<file path="config.mk">
export PLATFORM = sky130hd
export DESIGN_NAME = prom_sig_scan
export DESIGN_NICKNAME = d
export VERILOG_FILES = /design/src/rtl/prom_scan_pkg.sv /design/src/rtl/prom_sig_match.sv /design/src/rtl/prom_csum_step.sv /design/src/rtl/prom_sig_scan.sv
export SDC_FILE = /design/constraint.sdc
export NUM_CORES = 1
export LEC_CHECK = 0
export ABC_AREA = 0
export BUFFER_PORTS_ARGS = -buffer_cell sky130_fd_sc_hd__buf_2
export CAP_MARGIN = 15
export CORE_MARGIN = 2
export CORE_UTILIZATION = 38
export CTS_CLUSTER_SIZE = 8
export DETAILED_ROUTE_END_ITERATION = 6
export MAX_ROUTING_LAYER = met4
export SLEW_MARGIN = 25
export SYNTH_ARGS = -nofsm -noshare
export SYNTH_HDL_FRONTEND = slang
export SYNTH_SLANG_ARGS = --single-unit
</file>
<file path="constraint.sdc">
create_clock -name clk -period 9.2 [get_ports clk]
set_input_delay 1.84 -clock clk [delete_from_list [all_inputs] [get_ports clk]]
set_output_delay 1.84 -clock clk [all_outputs]
set_load 0.05 [all_outputs]
</file>
<file path="src/rtl/prom_scan_pkg.sv">
package prom_scan_pkg;

    typedef enum logic [1:0] {
        ST_IDLE = 2'd0,
        ST_HUNT = 2'd1,
        ST_ADDR = 2'd2,
        ST_SUM  = 2'd3
    } scan_st_e;

    // Marker byte at position i (four-byte period)
    function automatic logic [7:0] sig_byte(input int i);
        case (i % 4)
            0:       return 8'hFF;
            1:       return 8'h00;
            2:       return 8'h55;
            default: return 8'hAA;
        endcase
    endfunction

    // End-around fold of a 17-bit value into 16 bits
    function automatic logic [15:0] fold17(input logic [16:0] v);
        logic [16:0] t;
        t = (v > 17'h0FFFF) ? (v - 17'h0FFFF) : v;
        return t[15:0];
    endfunction

endpackage

</file>
<file path="src/rtl/prom_sig_match.sv">
module prom_sig_match
    import prom_scan_pkg::*;
#(
    parameter int SIG_LEN = 8,
    parameter int IW      = $clog2(SIG_LEN + 1)
) (
    input  logic [IW-1:0] idx_i,
    input  logic [7:0]    byte_i,
    output logic [IW-1:0] idx_o,
    output logic          hit_o
);

    logic [7:0] tab [SIG_LEN];
    logic [7:0] expect_b;

    for (genvar g = 0; g < SIG_LEN; g++) begin : g_tab
        assign tab[g] = sig_byte(g);
    end

    always_comb begin
        expect_b = 8'h00;
        for (int k = 0; k < SIG_LEN; k++) begin
            if (idx_i == IW'(k)) expect_b = tab[k];
        end
        if (byte_i == expect_b)
            idx_o = idx_i + IW'(1);
        else if (byte_i == tab[0])
            idx_o = IW'(1);
        else
            idx_o = '0;
        hit_o = (idx_o == IW'(SIG_LEN));
    end

endmodule

</file>
<file path="src/rtl/prom_csum_step.sv">
module prom_csum_step
    import prom_scan_pkg::*;
(
    input  logic [15:0] acc_i,
    input  logic [15:0] word_i,
    output logic [15:0] acc_o
);

    logic [15:0] dbl_f;
    logic [16:0] sum_w;

    always_comb begin
        dbl_f = fold17({acc_i, 1'b0});
        sum_w = {1'b0, dbl_f} + {1'b0, word_i};
        acc_o = fold17(sum_w);
    end

endmodule

</file>
<file path="src/rtl/prom_sig_scan.sv">
module prom_sig_scan
    import prom_scan_pkg::*;
#(
    parameter int SIG_LEN    = 8,
    parameter int PROBE_LEN  = 32,
    parameter int ADDR_BYTES = 6
) (
    input  logic                    clk,
    input  logic                    rst_n,
    input  logic                    start_i,
    output logic                    rd_o,
    input  logic [7:0]              rd_data_i,
    output logic                    done_o,
    output logic                    found_o,
    output logic                    not_found_o,
    output logic [ADDR_BYTES*8-1:0] mac_o,
    output logic                    csum_ok_o
);

    localparam int WIN = PROBE_LEN + SIG_LEN - 1;
    localparam int CW  = $clog2(WIN + 1);
    localparam int IW  = $clog2(SIG_LEN + 1);
    localparam int MW  = ADDR_BYTES * 8;
    localparam int RCW = $clog2(WIN + ADDR_BYTES + 3) + 1;

    typedef struct packed {
        scan_st_e      st;
        logic [CW-1:0] cnt;
        logic [IW-1:0] idx;
        logic [15:0]   acc;
        logic [7:0]    lo;
        logic [MW-1:0] mac;
        logic          done;
        logic          found;
        logic          miss;
        logic          ok;
    } regs_t;

    regs_t q, d;

    logic [IW-1:0] idx_nxt;
    logic          sig_hit;
    logic [15:0]   acc_nxt;
    logic [15:0]   sum_fin;

    prom_sig_match #(.SIG_LEN(SIG_LEN), .IW(IW)) u_match (
        .idx_i  (q.idx),
        .byte_i (rd_data_i),
        .idx_o  (idx_nxt),
        .hit_o  (sig_hit)
    );

    prom_csum_step u_step (
        .acc_i  (q.acc),
        .word_i ({rd_data_i, q.lo}),
        .acc_o  (acc_nxt)
    );

    always_comb begin
        d       = q;
        d.done  = 1'b0;
        sum_fin = (q.acc == 16'hFFFF) ? 16'h0000 : q.acc;
        if (start_i) begin
            d.st    = ST_HUNT;
            d.cnt   = '0;
            d.idx   = '0;
            d.acc   = '0;
            d.lo    = '0;
            d.mac   = '0;
            d.found = 1'b0;
            d.miss  = 1'b0;
            d.ok    = 1'b0;
        end else begin
            case (q.st)
                ST_HUNT: begin
                    d.idx = idx_nxt;
                    if (sig_hit) begin
                        d.st  = ST_ADDR;
                        d.cnt = '0;
                        d.idx = '0;
                    end else if (q.cnt == CW'(WIN - 1)) begin
                        d.st   = ST_IDLE;
                        d.done = 1'b1;
                        d.miss = 1'b1;
                    end else begin
                        d.cnt = q.cnt + CW'(1);
                    end
                end
                ST_ADDR: begin
                    for (int k = 0; k < ADDR_BYTES; k++) begin
                        if (q.cnt == CW'(k)) d.mac[8*k +: 8] = rd_data_i;
                    end
                    if (q.cnt[0] == 1'b0)
                        d.lo = rd_data_i;
                    else
                        d.acc = acc_nxt;
                    if (q.cnt == CW'(ADDR_BYTES - 1)) begin
                        d.st  = ST_SUM;
                        d.cnt = '0;
                    end else begin
                        d.cnt = q.cnt + CW'(1);
                    end
                end
                ST_SUM: begin
                    if (q.cnt == '0) begin
                        d.lo  = rd_data_i;
                        d.cnt = CW'(1);
                    end else begin
                        d.ok    = (sum_fin == {rd_data_i, q.lo});
                        d.found = 1'b1;
                        d.done  = 1'b1;
                        d.st    = ST_IDLE;
                    end
                end
                default: ;
            endcase
        end
    end

    always_ff @(posedge clk or negedge rst_n) begin
        if (!rst_n) begin
            q <= '0;
        end else begin
            q <= d;
        end
    end

    assign rd_o        = (q.st != ST_IDLE);
    assign done_o      = q.done;
    assign found_o     = q.found;
    assign not_found_o = q.miss;
    assign mac_o       = q.mac;
    assign csum_ok_o   = q.ok;

    // Read counter kept only for the window checks below
    logic [RCW-1:0] rd_cnt_q;
    always_ff @(posedge clk or negedge rst_n) begin
        if (!rst_n)       rd_cnt_q <= '0;
        else if (start_i) rd_cnt_q <= '0;
        else if (rd_o)    rd_cnt_q <= rd_cnt_q + RCW'(1);
    end

    assert_window_R3: assert property (@(posedge clk) disable iff (!rst_n)
        (done_o && not_found_o) |-> (rd_cnt_q == RCW'(WIN)));

    assert_miss_empty_R3: assert property (@(posedge clk) disable iff (!rst_n)
        (done_o && not_found_o) |-> (mac_o == '0 && !csum_ok_o));

    assert_found_len_R5: assert property (@(posedge clk) disable iff (!rst_n)
        (done_o && found_o) |-> (rd_cnt_q >= RCW'(SIG_LEN + ADDR_BYTES + 2)
                                 && rd_cnt_q <= RCW'(WIN + ADDR_BYTES + 2)));

    assert_idx_range_R4: assert property (@(posedge clk) disable iff (!rst_n)
        (q.st == ST_HUNT) |-> (q.idx < IW'(SIG_LEN)));

    assert_excl_R9: assert property (@(posedge clk) disable iff (!rst_n)
        done_o |-> (found_o != not_found_o));

    assert_pulse_R9: assert property (@(posedge clk) disable iff (!rst_n)
        done_o |=> !done_o);

    assert_quiet_R9: assert property (@(posedge clk) disable iff (!rst_n)
        done_o |-> !rd_o);

    assert_hold_R9: assert property (@(posedge clk) disable iff (!rst_n)
        (!rd_o && !start_i) |=> ($stable(found_o) && $stable(mac_o) && $stable(csum_ok_o)));

endmodule

</file>
==> After elaboration in Yosys (flattened, before gate mapping) <==
Cells that the tools add are included.
{ "classes": {"n_addsub": 5, "order_cmp": 2, "n_eq_ne": 29, "n_mux": 47, "n_reduce_logical": 28} }
{ "op_table": {"columns": ["op", "count"], "rows": [
  ["8-bit 2-to-1 mux", 16],
  ["84-bit 2-to-1 mux", 1],
  ["16-bit 2-to-1 mux", 5],
  ["48-bit 2-to-1 mux", 1],
  ["17-bit by 16-bit greater-than comparator with 1-bit output, second input constant", 2],
  ["16-bit subtractor, second input constant", 2],
  ["8-bit one-hot mux with 3 select lines", 1],
  ["2-bit nonzero test", 12],
  ["6-bit 2-to-1 mux", 3],
  ["16-bit by 16-bit adder with 17-bit output", 1],
  ["16-bit == test", 1],
  ["16-bit == test, second input constant", 1],
  ["4-bit by 3-bit == test with 1-bit output, second input constant", 4],
  ["8-bit one-hot mux with 2 select lines", 1],
  ["2-bit AND reduction", 8],
  ["6-bit by 2-bit == test with 1-bit output, second input constant", 2],
  ["6-bit by 3-bit == test with 1-bit output, second input constant", 2],
  ["4-bit 2-to-1 mux", 3],
  ["3-bit != test, second input constant", 4],
  ["1-bit 2-to-1 mux", 10],
  ["3-bit AND reduction", 3],
  ["4-bit by 2-bit == test with 1-bit output, second input constant", 2],
  ["8-bit == test", 1],
  ["8-bit == test, second input constant", 1],
  ["18 further kinds", 24]
]} }
{ "totals": {"regBits": 88, "input_bits": 11, "output_inout_bits": 53, "elab_cells": 126} }

==> Depth between registers and ports, before layout <==
Gate-level depths: netlist of the first run.
{ "depth": {"ltp_word": 15, "depth_mapped": 12, "mapped_depth_nobuf": 11} }

==> Cells and area by module <==
Synthesis of the first run repeated with hierarchy kept, for this count alone.
{ "hier_totals": {"cells_unflattened": 764, "area_unflattened_um2": 6297.3} }
{ "by_module_without_submodules": {"columns": ["mod", "instances", "cells_each", "area_each_um2"], "rows": [
  ["prom_sig_scan", 1, 520, 4556.9],
  ["prom_csum_step", 1, 213, 1487.7],
  ["prom_sig_match", 1, 31, 252.7]
]} }

==> Least setup slack after synthesis of the first run <==
No wires, ideal clock.
{ "synth_timing": {"path_kind": "input -> register", "from": "input port rd_data_i[2]", "to": "register q[73] (netlist bit)", "arrival_ns": 4.227, "required_ns": 9.078, "slack_ns": 4.851, "path_stages": 10, "n_path_buf": 1, "cell_sequence": "ha_1 -> clkbuf_1 -> or2_2 -> a311oi_1 -> o31ai_1 -> and3_1 -> a211oi_1 -> a31oi_1 -> or4_1 -> a32o_1"} }
{ "synth_between": {"elab_chain_len": 6} }
{ "synth_rtl": {"columns": ["element", "line", "source"], "rows": [
  ["from (decl)", "prom_sig_scan.sv:12", "input logic [7:0] rd_data_i,"],
  ["16-bit by 16-bit adder with 17-bit output (*)", "prom_csum_step.sv:14", "sum_w = {1'b0, dbl_f} + {1'b0, word_i};"],
  ["16-bit subtractor or 17-bit by 16-bit greater-than comparator with 1-bit output (tied branches)", "prom_scan_pkg.sv:23", "t = (v > 17'h0FFFF) ? (v - 17'h0FFFF) : v;"],
  ["16-bit 2-to-1 mux (*)", "prom_scan_pkg.sv:23", null],
  ["16-bit 2-to-1 mux (*)", "prom_sig_scan.sv:93", "if (q.cnt[0] == 1'b0)"],
  ["16-bit 2-to-1 mux (*)", "prom_sig_scan.sv:74", "case (q.st)"],
  ["84-bit 2-to-1 mux (*)", "prom_sig_scan.sv:63", "if (start_i) begin"],
  ["to (signal assigned)", "prom_sig_scan.sv:122", "q <= '0;"],
  ["to (signal assigned)", "prom_sig_scan.sv:124", "q <= d;"],
  ["to (decl)", "prom_sig_scan.sv:39", "regs_t q, d;"]
]} }
Mark *: on every way between the ends. The rest lies on a longest branch, timed or not. The select of a mux whose other input is x is not followed.
A chain may end at the register's enable or synchronous reset.

==> Worst setup path in the final report of the first run <==
{ "layout_timing": {"from": "input port rd_data_i[1]", "to": "register q[73] (netlist bit)"} }
Same word-level chain as after synthesis.

==> results of run 1 <==
[critical path, cell delays in order]
cell and delay, ps:
buf_2 330, ha_1 380, or3_1 380, a311oi_1 280, o31ai_1 120, and3_1 220, a211oi_1 360, a31oi_1 210
or4_1 440, a32o_1 250
[metal layers]
metal	vias up	GRT usage (%)	share of wire (%)
li1	2651	-	-
met1	2576	26.33	45
met2	182	31.49	47
met3	33	2.337	5.0
met4	0	7.766	2.7
met5	-	-	0
[power by group through the flow]
stage | combinational, mW | clock [mW] | sequential (mW)
after floorplan | 0.0737 | 0 | 0.405
after global placement | 0.107 | 0 | 0.409
after detailed placement | 0.107 | 0 | 0.409
after CTS | 0.108 | 0.376 | 0.402
after global routing | 0.121 | 0.395 | 0.403
final | 0.108 | 0.368 | 0.402
[path summary, 6_finish.rpt]
| kind | startpoint | endpoint | slack [ps] | depth (start not counted) |
|---|---|---|---|---|
| max | rd_data_i[1] | q[73] | 4610 | 10 |
| min | found_o | found_o | 510 | 2 |
| max reg2reg | q[75] | q[75] | 5180 | 11 |
| min reg2reg | found_o | found_o | 510 | 2 |
| max in group asynchronous | rst_n | q[80] | 6940 | 2 |
| min in group asynchronous | rst_n | mac_o[28] | 1330 | 1 |
[flip-flops by register name, indices dropped and copies added, names as in the netlist]
register,cells
csum_ok_o,1
done_o,1
found_o,1
mac_o,48
not_found_o,1
q,36
[final cells by class]
class | count | area share (%)
Multi-Input combinational cell | 558 | 52.07
Clock buffer | 12 | 3.657
Inverter | 23 | 1.281
Sequential cell | 88 | 32.67
Tap cell | 220 | 4.084
Clock inverter | 4 | 0.7982
Timing Repair Buffer | 69 | 5.439
[kinds of logic after synthesis]
family	Yosys count	share of synthesized area (%)
AOI/OAI and AO/OA	180	18.48
xor gates and xnor gates	20	2.784
adders and majority gates	30	6.086
buffers and inverters	108	9.367
DFF	88	35.00
muxes	28	4.455
and+or+nand+nor	300	23.83
[cell usage in the layout, fill, tap and decap left out, drive strengths merged, types with 15 or more instances in the layout]
| cell type | instances |
|---|---|
| nand3 | 47 |
| nand2 | 89 |
| a21oi | 55 |
| nand4 | 15 |
| inv | 23 |
| dfrtp | 88 |
| o21ai | 46 |
| buf | 69 |
| nor2 | 66 |
| mux2i | 28 |
| ha | 29 |
==> summary.txt, run 1 <==
largest net degree at the start of global routing: 77
io pins: 64
final WL: 16,780 microns
vias: 5,442
PD cells: 130.3 mW/mm^2
grt ovf: 0
CP Data Required Time: 9430 ps
Pint: 0.6429 mW
f_max: 217.9 MHz
register area: 0.002202 sq mm
share of layout cells above drive strength 1: 13.26%
number of global-route vias before repair: 5,114
Clock transition at path regs: 60 ps
post-cts hold buffer count: 0
synth cell count leaders: 89 x nand2_1, 88 x dfrtp_1, 66 x nor2_1
Final Instance Count excl. Fillers: 974
#FFs+latches synth: 88
CTS Buf Count: 9
htree depth: 3
Area after DPL: 0.006432 sq mm
post-layout util: 41.08%
I/O Buffers: 63
slew margin rel.: 46.63%
maximum VDD drop: 0.06516 mV
Gate Count Post-Synth: 754
Nets: 790
number of synthesized flops with an enable pin: 0
die height: 132.7 microns
DRT iter0 DRCs: 458
clock latency on the worst-skew pair: 350 ps
outcome: finished clean
sequential element share of the synthesized area: 35.00%
first-pass GRT wire length: 27,410 microns
Seq pwr share: 45.8%
CP startpoint kind: primary input
DRC: 0
diodes inserted: 0
Final ANT Viol Nets: 0
DR WL/cell: 17.23 microns
crit-path max FO: 13
CP endpoint kind: register
Multi-input gate area: 0.003510 sq mm
core area: 0.01641 sq mm
sw power: 0.2354 mW
# rows: 47
die area: 0.01760 sq mm
Initial Utilization: 38.34%
gr usage total: 19.96%
detailed placement HPWL: 11,930 microns
yosys warns: 0
dpl ws: 4016 ps
CTS tree: yes
Net Count, Synth: 795
maxcap violations: 0
area growth from synthesis to layout: 7.140%
Cell variety after synth: 67
count of final setup violators: 0
placed cell count: 958
Power, Total: 0.8782 mW
initial antenna violation count: 0
top-count cell post-synth: nand2_1
final worst-path cycle share: 49.88%
Syn Area/Cell: 8.344 sq um
Clk pwr share: 41.9%
Clock Tree Buf Depth: 2
Die Wd: 132.7 microns
RSZ-0062 raised after global routing: no
Most used DFF post-synth: dfrtp_1
Comb pwr share: 12.3%
post-route cell area: 0.006740 sq mm
area of the mapped netlist: 0.006291 sq mm
Post CTS Setup Buffer Count: 0
drt first pass iters: 5
# clock sinks: 88
Synth async-reset ratio: 100.0%
switching share of power: 26.80%
slew at the pin closest to its max-slew limit: 793.3 ps
critical path arrival: 4820 ps
clock skew: 7.471 ps
CTS Root Buffer Type: clkbuf_16
fin worst setup slack: 4611 ps
crit path kind: in -> reg
Worst Hold Class: reg -> reg
Hold Slack: 506.4 ps
setup TNS: 0 ps
Yosys top cell area share: 35.00%
Synth area leader: dfrtp_1
Lkg Pwr: 3.051 nW
largest cells by area after synthesis: dfrtp_1 35%, ha_1 5.8%, buf_4 5.7%, nand2_1 5.3%, mux2i_1 4.5%
Fin. Hold Viols: 0
GPL Wtd Cong: 0.8858
via density per instance: 5.587
fillers: 1,677
Slew Limit Fails: 0
Final min period: 4589 ps
post-CTS sizing: 0
Note: power is estimated with default switching activity, not from simulation.
==> run 2: changes to the inputs <==
==> constraint.sdc (replaced) <==
create_clock -name clk -period 3.7 [get_ports clk]
set_input_delay 0.74 -clock clk [delete_from_list [all_inputs] [get_ports clk]]
set_output_delay 0.74 -clock clk [all_outputs]
set_load 0.05 [all_outputs]
==> summary.txt, run 2 (synthesis gave the netlist of run 1 again) <==
I/O Buffers: 63 (unchanged)
gr usage total: 21.08% (+1.1 points)
CP startpoint kind: register
Worst Hold Class: in -> async
switching share of power: 26.42% (-0.38 points)
Fin. Hold Viols: 0 (unchanged)
CTS tree: yes
Clk pwr share: 44.0% (+2.1 points)
DRT iter0 DRCs: 377 (-18%)
# clock sinks: 88 (unchanged)
Slew Limit Fails: 0 (unchanged)
Nets: 827 (+4.7%)
Final min period: 3541 ps
largest net degree at the start of global routing: 60 (-22%)
drt first pass iters: 4 (-1)
f_max: 282.4 MHz
Area after DPL: 0.006666 sq mm (+3.6%)
GPL Wtd Cong: 0.8968 (+1.2%)
DRC: 0 (unchanged)
htree depth: 3 (unchanged)
met3 WL: 504 microns (-40%)
CTS Buf Count: 9 (unchanged)
final worst-path cycle share: 95.71%
CP endpoint kind: register
Seq pwr share: 43.3% (-2.5 points)
vias: 5,505 (+1.2%)
io pins: 64 (unchanged)
fillers: 1,659 (-1.1%)
final WL: 17,360 microns (+3.5%)
first-pass GRT wire length: 28,840 microns (+5.2%)
clock skew: 7.906 ps (+0.4344 ps)
post-route cell area: 0.007051 sq mm (+4.6%)
Clock Tree Buf Depth: 2 (unchanged)
Routed met1 length: 8329 microns (+10%)
# rows: 47 (unchanged)
PD cells: 327.3 mW/mm^2 (+150%)
area growth from synthesis to layout: 12.07%
outcome: finished clean
maxcap violations: 0 (unchanged)
Comb pwr share: 12.6% (+0.3 points)
number of global-route vias before repair: 5,285 (+3.3%)
CTS Root Buffer Type: clkbuf_16
Largest register FFs: 48 (unchanged)
most frequent cells in the layout: 89 x nand2_1, 88 x dfrtp_1, 66 x nor2_1
routed wl met2: 8064 microns (+1.8%)
crit path kind: reg -> reg
initial antenna violation count: 0 (unchanged)
DR WL/cell: 17.19 microns (-0.21%)
diodes inserted: 0 (unchanged)
setup TNS: 0 ps (unchanged)
count of final setup violators: 0 (unchanged)
CP Data Required Time: 3940 ps (-5490 ps)
Top Metal Used: met4
Die Wd: 132.7 microns (unchanged)
die height: 132.7 microns (unchanged)
detailed placement HPWL: 12,530 microns (+5.0%)
share of layout cells above drive strength 1: 17.85% (+4.6 points)
Lkg Pwr: 3.254 nW (+6.7%)
clock latency on the worst-skew pair: 350 ps (about the same)
post-layout util: 42.97% (+1.9 points)
via density per instance: 5.450 (-2.4%)
crit-path max FO: 4 (-9)
Clock transition at path regs: 70 ps (about the same)
Initial Utilization: 38.34% (unchanged)
die area: 0.01760 sq mm (unchanged)
Final ANT Viol Nets: 0 (unchanged)
maximum VDD drop: 0.2051 mV (+210%)
slew margin rel.: 45.84% (-0.78 points)
slew at the pin closest to its max-slew limit: 804.9 ps (+11.62 ps)
critical path arrival: 3780 ps (-1040 ps)
commonest non-fill, non-tap cell in the layout: nand2_1
grt ovf: 0 (unchanged)
sw power: 0.6095 mW (+160%)
RSZ-0062 raised after global routing: no
core area: 0.01641 sq mm (unchanged)
Pint: 1.698 mW (+160%)
-- run 2: cell count changes in the layout (fill, tap and decap cells not counted), sizes merged --
cell / change
clkinv: +1
clkinvlp: -2
clkbuf: -1
buf: +37
bufinv: +1
-- run 2: path summary, 6_finish.rpt --
path                           start   endpoint  slack [ps]  cells past startpoint
setup / recovery               q[75]      q[73]         160                     11
min in group clk           mac_o[28]  mac_o[28]         520                      2
hold / removal                 rst_n  mac_o[27]         470                      1
hold reg to reg            mac_o[28]  mac_o[28]         520                      2
max in group asynchronous      rst_n      q[69]        2470                      2
setup reg to reg               q[75]      q[73]         160                     11
-- run 2: timing repair --
action,in CTS,in global routing
buffers inserted,0,5
endpoints found under the setup margin,0,3
resized for setup,0,7
hold buffers,0,0
-- run 2: power by group through the flow --
stage                     registers, mW  logic (mW)  clock network [mW]
after floorplan                    1.01       0.183                   0
after global placement             1.02       0.290                   0
after detailed placement           1.02       0.290                   0
after CTS                         0.999       0.291                1.03
after global routing               1.00       0.327                1.07
final                              1.00       0.292                1.02
-- run 2: critical path: stages (launching register included) --
cell      delay (ps)
dfrtp_1          390
ha_2             200
inv_2             60
fa_2             460
or3b_1           360
a2111o_1         300
a211oi_2         330
nor4b_4          290
and4_4           280
inv_1             50
or4_1            460
a32o_1           250
-- run 2: metrics by stage --
stage | power (mW) | hold WS [ps] | cells | setup WS [ps]
after detailed placement | 1.307 | 507.8 | 990 | 66.17
final | 2.307 | 474.7 | 1010 | 158.8
after CTS | 2.323 | 492.9 | 1005 | 44.20
after global placement | 1.306 | 502.1 | 990 | 102.7
after floorplan | 1.191 | 444.4 | 754 | 255.3
after global routing | 2.400 | 534.8 | 1010 | 32.71
-- run 2: area by class of cell --
| type | count | area [sq um] | share of cell area, % |
|---|---|---|---|
| Tap cell | 220 | 275.3 | 3.904 |
| Clock buffer | 11 | 252.7 | 3.585 |
| Sequential cell | 88 | 2202 | 31.23 |
| Clock inverter | 4 | 77.57 | 1.100 |
| Inverter | 23 | 86.33 | 1.224 |
| Multi-Input combinational cell | 558 | 3516 | 49.87 |
| Timing Repair Buffer | 106 | 640.6 | 9.086 |
-- run 2: per-layer routing --
layer  global-route usage (%)  up-vias
met5                        -        -
met4                    7.766        0
met3                    2.797       27
met2                    33.22      107
met1                    27.80     2650
li1                         -     2721
==> run 3: changes to the inputs <==
--- a/config.mk
+++ b/config.mk
@@ -16,4 +16,5 @@
 export SLEW_MARGIN = 25
 export SYNTH_ARGS = -nofsm -noshare
 export SYNTH_HDL_FRONTEND = slang
+export SYNTH_HIERARCHICAL = 1
 export SYNTH_SLANG_ARGS = --single-unit
==> summary.txt, run 3 <==
outcome: finished clean
slew margin rel.: 35.06% (-11 points)
worst r2r src: q[75]
Yosys top cell area share: 34.97% (about the same)
number of global-route vias before repair: 5,246 (-0.74%)
commonest non-fill, non-tap cell in the layout: nand2_1
Final ANT Viol Nets: 0 (unchanged)
Slew Limit Fails: 0 (unchanged)
clock latency on the worst-skew pair: 350 ps (about the same)
Gate Count Post-Synth: 764 (+1.3%)
crit-path cells: ha_1 -> fa_2 -> a21o_1 -> a221oi_4 -> buf_6 -> o311ai_2 -> a2111oi_2 -> nor3b_2 -> a21o_4 -> nor4_4 -> o31ai_1 -> nand2_1 -> a21oi_1
Seq pwr share: 37.3% (-6.0 points)
maximum VDD drop: 0.2672 mV (+30%)
core area: 0.01641 sq mm (unchanged)
diodes inserted: 0 (unchanged)
final worst-path cycle share: 94.60% (-1.1 points)
I/O Buffers: 63 (unchanged)
post-cts hold buffer count: 0 (unchanged)
Die Wd: 132.7 microns (about the same)
DRT iter0 DRCs: 441 (+17%)
vias: 5,490 (-0.27%)
Pint: 1.881 mW (+11%)
sequential element share of the synthesized area: 34.97% (about the same)
# clock sinks: 88 (unchanged)
CP top delay family: compound AO/OA/AOI/OAI gates
CTS Buf Count: 9 (unchanged)
drt first pass iters: 5 (+1)
Syn Area/Cell: 8.243 sq um (-1.2%)
CP Data Required Time: 3900 ps (-40 ps)
Synth area leader: dfrtp_1
Multi-input gate area: 0.003571 sq mm (+1.6%)
Final min period: 3500 ps (-41.13 ps)
Initial Utilization: 38.38% (about the same)
detailed placement HPWL: 12,350 microns (-1.4%)
Worst R2R Path Depth: 13 (+2)
register area: 0.002202 sq mm (unchanged)
FF-to-FF End: q[67]
CTS Root Buffer Type: clkbuf_16
DR WL/cell: 16.85 microns (-2.0%)
Clock Tree Buf Depth: 2 (unchanged)
met3 WL: 716 microns (+42%)
switching share of power: 34.76% (+8.3 points)
CP endpoint kind: register
Nets: 824 (-0.36%)
most frequent cells in the layout: 122 x nand2_1, 94 x a21oi_1, 88 x dfrtp_1
critical path arrival: 3700 ps (-80 ps)
Synth async-reset ratio: 100.0% (unchanged)
Routed met1 length: 7675 microns (-7.9%)
htree depth: 3 (unchanged)
Top Metal Used: met4
PD cells: 412.0 mW/mm^2 (+26%)
CTS tree: yes
top-count cell post-synth: nand2_1
gr usage total: 20.53% (-0.56 points)
#FFs+latches synth: 88 (unchanged)
routed wl met2: 8096 microns (+0.40%)
Most used DFF post-synth: dfrtp_1
share of layout cells above drive strength 1: 18.02% (+0.17 points)
dpl ws: 102.5 ps (+36.36 ps)
fillers: 1,650 (-0.54%)
grt ovf: 0 (unchanged)
area of the mapped netlist: 0.006297 sq mm (about the same)
DRC: 0 (unchanged)
CP startpoint kind: register
WP buf/inv: 1 (-1)
yosys warns: 6 (+6)
GPL Wtd Cong: 0.9213 (+2.7%)
# rows: 47 (unchanged)
Largest register FFs: 48 (unchanged)
via density per instance: 5.446 (about the same)
Fin. Hold Viols: 0 (unchanged)
Hold Slack: 363.0 ps (-111.7 ps)
Net Count, Synth: 805 (+1.3%)
maxcap violations: 0 (unchanged)
synth cell count leaders: 122 x nand2_1, 94 x a21oi_1, 88 x dfrtp_1
io pins: 64 (unchanged)
die height: 132.7 microns (about the same)
crit path kind: reg -> reg
initial antenna violation count: 0 (unchanged)
delay of the slowest critical-path stage: 430 ps (-30 ps)
f_max: 285.7 MHz (+1.2%)
die area: 0.01762 sq mm (about the same)
clock skew: 6.783 ps (-1.123 ps)
final WL: 16,980 microns (-2.2%)
sw power: 1.002 mW (+64%)
setup slack, reg-to-reg: 200 ps (+40 ps)
Clock transition at path regs: 70 ps (about the same)
fin worst setup slack: 199.9 ps (+41.13 ps)
largest cells by area after synthesis: dfrtp_1 35%, a21oi_1 7.5%, nand2_1 7.3%, ha_1 5.8%, buf_4 5.7%
Worst Hold Class: in -> async
largest net degree at the start of global routing: 41 (-32%)
Cell variety after synth: 79 (+18%)
crit-path max FO: 8 (+4)
Clk pwr share: 34.7% (-9.3 points)
count of final setup violators: 0 (unchanged)
area growth from synthesis to layout: 11.13%
first-pass GRT wire length: 28,030 microns (-2.8%)
Lkg Pwr: 3.119 nW (-4.1%)
slowest stage cell, crit path: a2111oi_2
Comb pwr share: 27.9% (+15 points)
slew at the pin closest to its max-slew limit: 974.1 ps (+169.2 ps)
number of synthesized flops with an enable pin: 0 (unchanged)
[run 3: cell count changes after synthesis, moves of 10 or more]
cell / previous run / this run
nand3_1: 47 / 59
nor2_1: 66 / 44
o21ai_0: 41 / 19
a21oi_1: 55 / 94
o211ai_1: 11 / 1
mux2i_1: 28 / 8
nand2_1: 89 / 122
[run 3: timing repair]
item,CTS,global route
setup buffers,0,1
setup endpoints to repair,0,12
gates resized for setup,0,13
[run 3: worst max path at each step]
stage,startpoint,endpoint,slack [ps],cells past startpoint
2_1_floorplan,q[75],q[71],270,12
3_3_place_gp,q[75],q[61],210,13
4_1_cts,q[75],q[61],90,13
5_1_grt,q[75],q[71],-5,13
3_5_place_dp,q[75],q[61],100,13
6_report,q[75],q[67],200,13
[run 3: cell families (layout without fill, tap and decap cells)]
| group | after synthesis | after routing | synth area share [%] |
|---|---|---|---|
| AND/OR/NAND/NOR | 322 | 322 | 26.15 |
| AO/OA/AOI/OAI | 185 | 185 | 18.32 |
| buffers and inverters | 106 | 130 | 9.517 |
| flip-flops | 88 | 88 | 34.97 |
| adder cells (fa/ha/maj) | 30 | 30 | 6.080 |
| XOR/XNOR | 24 | 24 | 3.338 |
| multiplexers | 9 | 9 | 1.629 |
[run 3: layout make-up]
cell class	count	share of cell area [%]
Clock buffer	9	3.218
Multi-Input combinational cell	570	51.03
Inverter	22	1.180
Tap cell	220	3.933
Clock inverter	7	1.466
Sequential cell	88	31.47
Timing Repair Buffer	92	7.706
[run 3: metal layers]
| layer | GRT usage (%) | up-vias |
|---|---|---|
| li1 | - | 2701 |
| met1 | 27.01 | 2616 |
| met4 | 6.750 | 0 |
| met3 | 3.678 | 36 |
| met2 | 32.12 | 137 |
| met5 | - | - |
[run 3: power by group through the flow]
stage	logic [mW]	registers [mW]	clock network, mW
3_5_place_dp	0.787	1.09	0
5_1_grt	0.894	1.08	1.07
4_1_cts	0.790	1.08	1.02
3_3_place_gp	0.788	1.09	0
2_1_floorplan	0.574	1.08	0
6_report	0.806	1.08	1.00
[run 3: per-stage QoR]
step / utilization (%) / std cells / total power, mW / instance area, sq um / TNS [ps]
floorplan: - / 764 / 1.657 / 6297 / 0
global placement: 40.17 / 991 / 1.881 / 6591 / 0
detailed placement: 40.17 / 991 / 1.879 / 6591 / 0
CTS: 42.17 / 1007 / 2.884 / 6919 / 0
global route: 42.65 / 1008 / 3.048 / 6998 / -5.337
finish: 42.65 / 1008 / 2.883 / 6998 / 0
